--- src/rtl/i2c_regwr_pkg.sv ---
package i2c_regwr_pkg;

    localparam int BYTE_W = 8;

    typedef enum logic [1:0] {
        ST_IDLE = 2'd0,
        ST_ADDR = 2'd1,
        ST_SUB  = 2'd2,
        ST_DATA = 2'd3
    } phase_e;

endpackage

--- src/rtl/i2c_regwr_sync.sv ---
module i2c_regwr_sync #(
    parameter int STAGES = 2
) (
    input  logic clk,
    input  logic rst,
    input  logic scl_i,
    input  logic sda_i,
    output logic sda_lvl_o,
    output logic scl_rise_o,
    output logic scl_fall_o,
    output logic start_o,
    output logic stop_o
);

    typedef struct packed {
        logic [STAGES-1:0] scl_sh;
        logic [STAGES-1:0] sda_sh;
        logic              scl_prev;
        logic              sda_prev;
    } sync_t;

    sync_t s_d, s_q;
    logic  scl_now, sda_now;

    assign scl_now = s_q.scl_sh[STAGES-1];
    assign sda_now = s_q.sda_sh[STAGES-1];

    always_comb begin
        s_d          = s_q;
        s_d.scl_sh   = {s_q.scl_sh[STAGES-2:0], scl_i};
        s_d.sda_sh   = {s_q.sda_sh[STAGES-2:0], sda_i};
        s_d.scl_prev = scl_now;
        s_d.sda_prev = sda_now;
    end

    always_ff @(posedge clk) begin
        if (rst) begin
            s_q.scl_sh   <= '1;
            s_q.sda_sh   <= '1;
            s_q.scl_prev <= 1'b1;
            s_q.sda_prev <= 1'b1;
        end else begin
            s_q <= s_d;
        end
    end

    assign sda_lvl_o  = sda_now;
    assign scl_rise_o = scl_now & ~s_q.scl_prev;
    assign scl_fall_o = ~scl_now & s_q.scl_prev;
    assign start_o    = scl_now & s_q.scl_prev & s_q.sda_prev & ~sda_now;
    assign stop_o     = scl_now & s_q.scl_prev & ~s_q.sda_prev & sda_now;

endmodule

--- src/rtl/i2c_regwr_ctrl.sv ---
module i2c_regwr_ctrl
    import i2c_regwr_pkg::*;
#(
    parameter logic [6:0] DEV_ADDR = 7'h44,
    parameter int         NUM_REGS = 5,
    parameter int         SEL_W    = 3
) (
    input  logic              clk,
    input  logic              rst,
    input  logic              sda_lvl_i,
    input  logic              scl_rise_i,
    input  logic              scl_fall_i,
    input  logic              start_i,
    input  logic              stop_i,
    output logic              sda_oe_o,
    output logic              wr_en_o,
    output logic [SEL_W-1:0]  wr_idx_o,
    output logic [BYTE_W-1:0] wr_data_o
);

    localparam logic [SEL_W-1:0] LAST_IDX  = SEL_W'(NUM_REGS - 1);
    localparam logic [3:0]       BIT_LAST  = 4'(BYTE_W);
    localparam logic [3:0]       BIT_ACK   = 4'(BYTE_W + 1);
    localparam logic [BYTE_W-1:0] ADDR_WR  = {DEV_ADDR, 1'b0};

    typedef struct packed {
        phase_e             phase;
        logic [3:0]         bitcnt;
        logic [BYTE_W-1:0]  shreg;
        logic [SEL_W-1:0]   ptr;
        logic               autoinc;
        logic               oe;
        logic               wr_en;
        logic [SEL_W-1:0]   wr_idx;
        logic [BYTE_W-1:0]  wr_data;
    } ctrl_t;

    ctrl_t c_d, c_q;

    always_comb begin
        c_d       = c_q;
        c_d.wr_en = 1'b0;
        if (stop_i) begin
            c_d.phase  = ST_IDLE;
            c_d.bitcnt = '0;
            c_d.oe     = 1'b0;
        end else if (start_i) begin
            c_d.phase  = ST_ADDR;
            c_d.bitcnt = '0;
            c_d.oe     = 1'b0;
        end else if (c_q.phase != ST_IDLE) begin
            if (scl_rise_i && c_q.bitcnt < BIT_ACK) begin
                if (c_q.bitcnt < BIT_LAST) begin
                    c_d.shreg = {c_q.shreg[BYTE_W-2:0], sda_lvl_i};
                end
                c_d.bitcnt = c_q.bitcnt + 4'd1;
            end else if (scl_fall_i && c_q.bitcnt == BIT_LAST) begin
                // byte complete: decide acknowledge and act on it
                unique case (c_q.phase)
                    ST_ADDR: begin
                        if (c_q.shreg == ADDR_WR) begin
                            c_d.oe = 1'b1;
                        end else begin
                            c_d.phase = ST_IDLE;
                        end
                    end
                    ST_SUB: begin
                        c_d.oe      = 1'b1;
                        c_d.ptr     = c_q.shreg[SEL_W-1:0];
                        c_d.autoinc = ~c_q.shreg[BYTE_W-1];
                    end
                    ST_DATA: begin
                        c_d.oe = 1'b1;
                        if (c_q.ptr <= LAST_IDX) begin
                            c_d.wr_en   = 1'b1;
                            c_d.wr_idx  = c_q.ptr;
                            c_d.wr_data = c_q.shreg;
                        end
                        if (c_q.autoinc && c_q.ptr < LAST_IDX) begin
                            c_d.ptr = c_q.ptr + SEL_W'(1);
                        end
                    end
                    default: ;
                endcase
            end else if (scl_fall_i && c_q.bitcnt == BIT_ACK) begin
                c_d.oe     = 1'b0;
                c_d.bitcnt = '0;
                if (c_q.phase == ST_ADDR) begin
                    c_d.phase = ST_SUB;
                end else if (c_q.phase == ST_SUB) begin
                    c_d.phase = ST_DATA;
                end
            end
        end
    end

    always_ff @(posedge clk) begin
        if (rst) begin
            c_q.phase   <= ST_IDLE;
            c_q.bitcnt  <= '0;
            c_q.shreg   <= '0;
            c_q.ptr     <= '0;
            c_q.autoinc <= 1'b1;
            c_q.oe      <= 1'b0;
            c_q.wr_en   <= 1'b0;
            c_q.wr_idx  <= '0;
            c_q.wr_data <= '0;
        end else begin
            c_q <= c_d;
        end
    end

    assign sda_oe_o  = c_q.oe;
    assign wr_en_o   = c_q.wr_en;
    assign wr_idx_o  = c_q.wr_idx;
    assign wr_data_o = c_q.wr_data;

    AST_RESET_IDLE: assert property (@(posedge clk)
        $past(rst) |-> (c_q.phase == ST_IDLE && !c_q.oe));

    AST_ACK_AFTER_BYTE: assert property (@(posedge clk) disable iff (rst)
        (!$past(rst) && $rose(c_q.oe)) |-> $past(c_q.bitcnt) == BIT_LAST);

    AST_IDLE_RELEASED: assert property (@(posedge clk) disable iff (rst)
        c_q.phase == ST_IDLE |-> !c_q.oe);

    AST_PTR_SATURATE: assert property (@(posedge clk) disable iff (rst)
        (!$past(rst) && c_q.phase == ST_DATA && $past(c_q.phase) == ST_DATA && !$stable(c_q.ptr))
        |-> (c_q.autoinc && c_q.ptr == $past(c_q.ptr) + SEL_W'(1) && $past(c_q.ptr) < LAST_IDX));

    AST_FIXED_HOLD: assert property (@(posedge clk) disable iff (rst)
        (!$past(rst) && c_q.phase == ST_DATA && $past(c_q.phase) == ST_DATA && !c_q.autoinc)
        |-> $stable(c_q.ptr));

    AST_OE_AT_FALL: assert property (@(posedge clk) disable iff (rst)
        (!$past(rst) && !$stable(c_q.oe) && !$past(start_i) && !$past(stop_i))
        |-> $past(scl_fall_i));

endmodule

--- src/rtl/i2c_regwr_bank.sv ---
module i2c_regwr_bank
    import i2c_regwr_pkg::*;
#(
    parameter int NUM_REGS = 5,
    parameter int SEL_W    = 3
) (
    input  logic                       clk,
    input  logic                       rst,
    input  logic                       wr_en_i,
    input  logic [SEL_W-1:0]           wr_idx_i,
    input  logic [BYTE_W-1:0]          wr_data_i,
    output logic [NUM_REGS*BYTE_W-1:0] regs_o
);

    localparam logic [SEL_W-1:0] LAST_IDX = SEL_W'(NUM_REGS - 1);

    logic [BYTE_W-1:0] regs_d [NUM_REGS];
    logic [BYTE_W-1:0] regs_q [NUM_REGS];

    for (genvar g = 0; g < NUM_REGS; g++) begin : g_reg
        always_comb begin
            regs_d[g] = regs_q[g];
            if (wr_en_i && wr_idx_i == SEL_W'(g)) begin
                regs_d[g] = wr_data_i;
            end
        end

        always_ff @(posedge clk) begin
            if (rst) begin
                regs_q[g] <= '0;
            end else begin
                regs_q[g] <= regs_d[g];
            end
        end

        assign regs_o[g*BYTE_W +: BYTE_W] = regs_q[g];
    end

    AST_WR_IN_RANGE: assert property (@(posedge clk) disable iff (rst)
        wr_en_i |-> wr_idx_i <= LAST_IDX);

    AST_HOLD_NO_WR: assert property (@(posedge clk) disable iff (rst)
        (!$past(rst) && !$past(wr_en_i)) |-> $stable(regs_o));

endmodule

--- src/rtl/i2c_regwr_slave.sv ---
module i2c_regwr_slave
    import i2c_regwr_pkg::*;
#(
    parameter logic [6:0] DEV_ADDR    = 7'h44,
    parameter int         NUM_REGS    = 5,
    parameter int         SYNC_STAGES = 2
) (
    input  logic                       clk,
    input  logic                       rst,
    input  logic                       scl_i,
    input  logic                       sda_i,
    output logic                       sda_oe_o,
    output logic [NUM_REGS*BYTE_W-1:0] regs_o
);

    localparam int SEL_W = (NUM_REGS > 1) ? $clog2(NUM_REGS) : 1;

    logic              sda_lvl, scl_rise, scl_fall, start_det, stop_det;
    logic              wr_en;
    logic [SEL_W-1:0]  wr_idx;
    logic [BYTE_W-1:0] wr_data;

    i2c_regwr_sync #(
        .STAGES (SYNC_STAGES)
    ) u_sync (
        .clk        (clk),
        .rst        (rst),
        .scl_i      (scl_i),
        .sda_i      (sda_i),
        .sda_lvl_o  (sda_lvl),
        .scl_rise_o (scl_rise),
        .scl_fall_o (scl_fall),
        .start_o    (start_det),
        .stop_o     (stop_det)
    );

    i2c_regwr_ctrl #(
        .DEV_ADDR (DEV_ADDR),
        .NUM_REGS (NUM_REGS),
        .SEL_W    (SEL_W)
    ) u_ctrl (
        .clk        (clk),
        .rst        (rst),
        .sda_lvl_i  (sda_lvl),
        .scl_rise_i (scl_rise),
        .scl_fall_i (scl_fall),
        .start_i    (start_det),
        .stop_i     (stop_det),
        .sda_oe_o   (sda_oe_o),
        .wr_en_o    (wr_en),
        .wr_idx_o   (wr_idx),
        .wr_data_o  (wr_data)
    );

    i2c_regwr_bank #(
        .NUM_REGS (NUM_REGS),
        .SEL_W    (SEL_W)
    ) u_bank (
        .clk       (clk),
        .rst       (rst),
        .wr_en_i   (wr_en),
        .wr_idx_i  (wr_idx),
        .wr_data_i (wr_data),
        .regs_o    (regs_o)
    );

endmodule

--- config.mk ---
export PLATFORM = sky130hd
export DESIGN_NAME = i2c_regwr_slave
export DESIGN_NICKNAME = d
export VERILOG_FILES = /design/src/rtl/i2c_regwr_pkg.sv /design/src/rtl/i2c_regwr_sync.sv /design/src/rtl/i2c_regwr_ctrl.sv /design/src/rtl/i2c_regwr_bank.sv /design/src/rtl/i2c_regwr_slave.sv
export SDC_FILE = /design/constraint.sdc
export NUM_CORES = 1
export LEC_CHECK = 0
export ABC_AREA = 1
export BUFFER_PORTS_ARGS = -buffer_cell sky130_fd_sc_hd__buf_2
export CELL_PAD_IN_SITES_DETAIL_PLACEMENT = 0
export CELL_PAD_IN_SITES_GLOBAL_PLACEMENT = 2
export CORE_MARGIN = 5
export CORE_UTILIZATION = 35
export DETAILED_ROUTE_END_ITERATION = 10
export MAX_ROUTING_LAYER = met4
export PLACE_DENSITY = 0.83
export SLEW_MARGIN = 20
export SYNTH_ARGS = -nofsm -noshare
export SYNTH_HDL_FRONTEND = slang
export SYNTH_HIERARCHICAL = 1
export SYNTH_SLANG_ARGS = --single-unit
--- constraint.sdc ---
create_clock -name clk -period 2.9 [get_ports clk]
set_input_delay 0.435 -clock clk [delete_from_list [all_inputs] [get_ports clk]]
set_output_delay 0.435 -clock clk [all_outputs]
set_load 0.02 [all_outputs]
==> impl_metrics.prom <==
# TYPE chip_impl_metric gauge
chip_impl_info{name="run_status",value="finished, final reports clean"} 1
chip_impl_metric{name="max-vdd-ir-drop",unit="uV"} 207.1
chip_impl_metric{name="postLayoutCellArea",unit="um^2"} 3965
chip_impl_metric{name="total_core_area",unit="um^2"} 9774
chip_impl_metric{name="cts_resized",unit=""} 0
chip_impl_info{name="mostFrequentLayoutCell",value="sky130_fd_sc_hd__nor2_1"} 1
chip_impl_metric{name="mappedNetlistArea",unit="um^2"} 3511
chip_impl_metric{name="cts.path.max_buffers",unit=""} 2
chip_impl_metric{name="period_share",unit="%"} 63.04
chip_impl_metric{name="setup_violations",unit=""} 0
chip_impl_metric{name="relSlewSlack",unit="%"} 58.76
chip_impl_metric{name="max_cap_viol_count",unit=""} 0
chip_impl_metric{name="grt.total_usage",unit="%"} 13.79
chip_impl_metric{name="count_of_hold_buffers_inserted_by_post_cts_repair",unit=""} 0
chip_impl_metric{name="ios",unit=""} 45
chip_impl_metric{name="grt_overflow_total",unit=""} 0
chip_impl_metric{name="remaining_drc_errors",unit=""} 0
chip_impl_info{name="tritoncts",value="yes"} 1
chip_impl_metric{name="ant_nets",unit=""} 0
chip_impl_metric{name="syn_to_final_growth",unit="%"} 12.94
chip_impl_metric{name="floorplan.rows",unit=""} 36
chip_impl_metric{name="finalHoldViolCount",unit=""} 0
chip_impl_metric{name="power_leakage",unit="nW"} 1.760
chip_impl_info{name="critical_path_class",value="register to register"} 1
chip_impl_metric{name="first_global_vias",unit=""} 2659
chip_impl_metric{name="yosysWarningCount",unit=""} 6
chip_impl_metric{name="grt_antenna_before_repair",unit=""} 0
chip_impl_metric{name="worstPathArrival",unit="ns"} 2.04
chip_impl_info{name="worstSetupStartpoint",value="u_ctrl/c_q[25]$_SDFFE_PP0P_"} 1
chip_impl_metric{name="clkTransAtPathRegs",unit="ns"} 0.08
chip_impl_metric{name="insertion_delay",unit="ns"} 0.34
chip_impl_metric{name="worstPathMaxFanout",unit=""} 22
chip_impl_metric{name="chip_width",unit="um"} 110.2
chip_impl_metric{name="cts.sinks",unit=""} 77
chip_impl_metric{name="post_layout_minimum_cycle_time",unit="ns"} 1.828
chip_impl_metric{name="fin_tns_setup",unit="ns"} 0
chip_impl_metric{name="floorplan.initialDensity",unit="%"} 35.92
chip_impl_info{name="yosys_top_cell_by_area",value="sky130_fd_sc_hd__dfxtp_1"} 1
chip_impl_metric{name="timing_worst_slew_pin_value",unit="ns"} 0.6179
chip_impl_info{name="layout.cells.most_common_list",value="sky130_fd_sc_hd__nor2_1, sky130_fd_sc_hd__dfxtp_1, sky130_fd_sc_hd__nand2_1, sky130_fd_sc_hd__inv_1, sky130_fd_sc_hd__nand3_1"} 1
chip_impl_metric{name="clock.fmax",unit="GHz"} 0.5470
chip_impl_info{name="synth.top_cells.by_area",value="sky130_fd_sc_hd__dfxtp_1, sky130_fd_sc_hd__nor2_1, sky130_fd_sc_hd__nand2_1"} 1
chip_impl_metric{name="grt_first_pass_wirelength",unit="mm"} 12.62
chip_impl_metric{name="routed-via-count",unit=""} 2924
chip_impl_metric{name="drtIter0Drc",unit=""} 121
chip_impl_info{name="timing.critical_path.from_type",value="register"} 1
chip_impl_metric{name="chip_height",unit="um"} 110.2
chip_impl_info{name="r2r_start",value="u_ctrl/c_q[25]$_SDFFE_PP0P_"} 1
chip_impl_metric{name="wl",unit="mm"} 7.689
chip_impl_metric{name="detail_route.first_pass.iterations",unit=""} 4
chip_impl_metric{name="finalPower",unit="mW"} 2.004
chip_impl_metric{name="ys_seq_elements",unit=""} 77
chip_impl_metric{name="post_synthesis_net_count",unit=""} 504
chip_impl_metric{name="finClkSkew",unit="ns"} 0.01003
chip_impl_metric{name="synth.distinct_cells",unit=""} 27
chip_impl_metric{name="cp_data_required_time",unit="ns"} 3.11
chip_impl_metric{name="synth_area_per_cell",unit="um^2"} 7.180
chip_impl_metric{name="cts_made_buffers",unit=""} 9
chip_impl_metric{name="fp.dieArea",unit="um^2"} 12130
chip_impl_metric{name="num-nets-final",unit=""} 537
chip_impl_metric{name="layout-drive-gt1-share",unit="%"} 16.16
chip_impl_metric{name="h-tree-depth",unit=""} 3
chip_impl_metric{name="hpwlAfterDp",unit="mm"} 5.662
chip_impl_metric{name="wire_per_inst",unit="um"} 11.67
chip_impl_metric{name="antenna_cells",unit=""} 0
chip_impl_metric{name="netlist.area_leader.share",unit="%"} 43.91
chip_impl_metric{name="power.density",unit="nW/um^2"} 505.4
chip_impl_info{name="hold_path.class",value="input pin to register"} 1
chip_impl_info{name="min_from",value="sda_i"} 1
chip_impl_info{name="cts_root_buf",value="sky130_fd_sc_hd__clkbuf_8"} 1
chip_impl_metric{name="drv_slew",unit=""} 0
chip_impl_info{name="critPathCaptureType",value="register"} 1
chip_impl_metric{name="detail_route.vias_per_cell",unit=""} 4.437
chip_impl_metric{name="port_buffers",unit=""} 44
chip_impl_metric{name="syn-instance-count",unit=""} 489
chip_impl_metric{name="synth_sequential_area_ratio",unit="%"} 43.91
chip_impl_metric{name="grt_max_degree",unit=""} 41
chip_impl_metric{name="place_congestion",unit=""} 0.8279
chip_impl_metric{name="post_cts.repair.setup_buffers",unit=""} 0
chip_impl_metric{name="placedInstanceArea",unit="um^2"} 3751
chip_impl_info{name="rsz_0062_raised_after_global_routing",value="false"} 1
chip_impl_metric{name="filler_cell_count",unit=""} 1065
## state kept, by name (all words and copies together), names as in the netlist
signal and flops:
u_ctrl/c_q 18, u_sync/sda_lvl_o 1, u_sync/s_q 2, u_ctrl/sda_oe_o 1, u_sync/s_d 3, u_ctrl/wr_data_o 8
u_ctrl/wr_en_o 1, u_ctrl/wr_idx_o 3, u_bank/regs_q 40
## kinds of logic (layout without fill, tap and decap cells)
kind of cell	Yosys count	in the layout	share of synthesized area (%)
buf+inv	84	121	11.01
flops	77	77	43.91
compound gates	59	59	8.767
fa+ha+maj	11	11	3.920
simple gates	258	258	32.39
## worst max-delay path: stages, from the launching register on
cell                      delay (ns)
sky130_fd_sc_hd__dfxtp_1        0.35
sky130_fd_sc_hd__inv_1          0.09
sky130_fd_sc_hd__ha_1           0.20
sky130_fd_sc_hd__inv_1          0.05
sky130_fd_sc_hd__nor2_1         0.12
sky130_fd_sc_hd__nand2_1        0.11
sky130_fd_sc_hd__nor2_2         0.10
sky130_fd_sc_hd__nand2_2        0.08
sky130_fd_sc_hd__inv_2          0.06
sky130_fd_sc_hd__nand2_2        0.23
sky130_fd_sc_hd__o21ai_1        0.24
sky130_fd_sc_hd__a21oi_1        0.06
## layer usage
metal	part of all wire (%)	global-route usage, %	vias up
li1	-	-	1576
met1	49	17.62	1290
met5	0	-	-
met3	4.4	3.669	6
met4	1.2	4.485	0
met2	46	21.27	52
## where the power goes
group	total (mW)	internal [mW]	switching [mW]
clock network	0.880	0.503	0.377
logic	0.0601	0.0203	0.0399
registers	1.06	1.06	0.00301
## per-stage QoR
stage               hold slack [ns]  util (%)  instances  setup WS (ns)
finish                       0.2708     40.57        659          1.072
global route                 0.2398     40.57        659         0.8601
CTS                          0.2485     40.57        659          1.077
detailed placement           0.3970     38.38        644          1.100
global placement             0.3923     38.38        644          1.156
floorplan                    0.3832         -        489          1.411
## final cells by class
cell class              count  area, um^2  area share [%]
clock buffers              11       141.4           3.566
repair buffers             46       235.2           5.932
clock inverters             4       72.57           1.830
inverters                  60       225.2           5.680
flip-flops and latches     77        1541           38.88
well taps                 133       166.4           4.197
multi-input cells         328        1583           39.92
## Yosys cell counts (all sizes together)
library cell / number
or2: 7
ha: 11
a21boi: 1
nor3: 4
a21oi: 26
nand3: 48
buf: 21
nand2: 78
o21bai: 1
o21ai: 31
dfxtp: 77
nand4: 2
inv: 60
nand3b: 1
nor2: 118
clkbuf: 3
## worst paths after layout
check,endpoint,slack (ns),cells past startpoint
min,u_sync/s_d[3]$_SDFF_PP1_,0.27,2
max reg2reg,u_ctrl/wr_idx_o[1]$_SDFFE_PP0P_,1.07,11
min reg2reg,u_sync/s_d[1]$_SDFF_PP1_,0.41,1
max,u_ctrl/wr_idx_o[1]$_SDFFE_PP0P_,1.07,11
No activity file was read; power rests on OpenSTA's default activity.
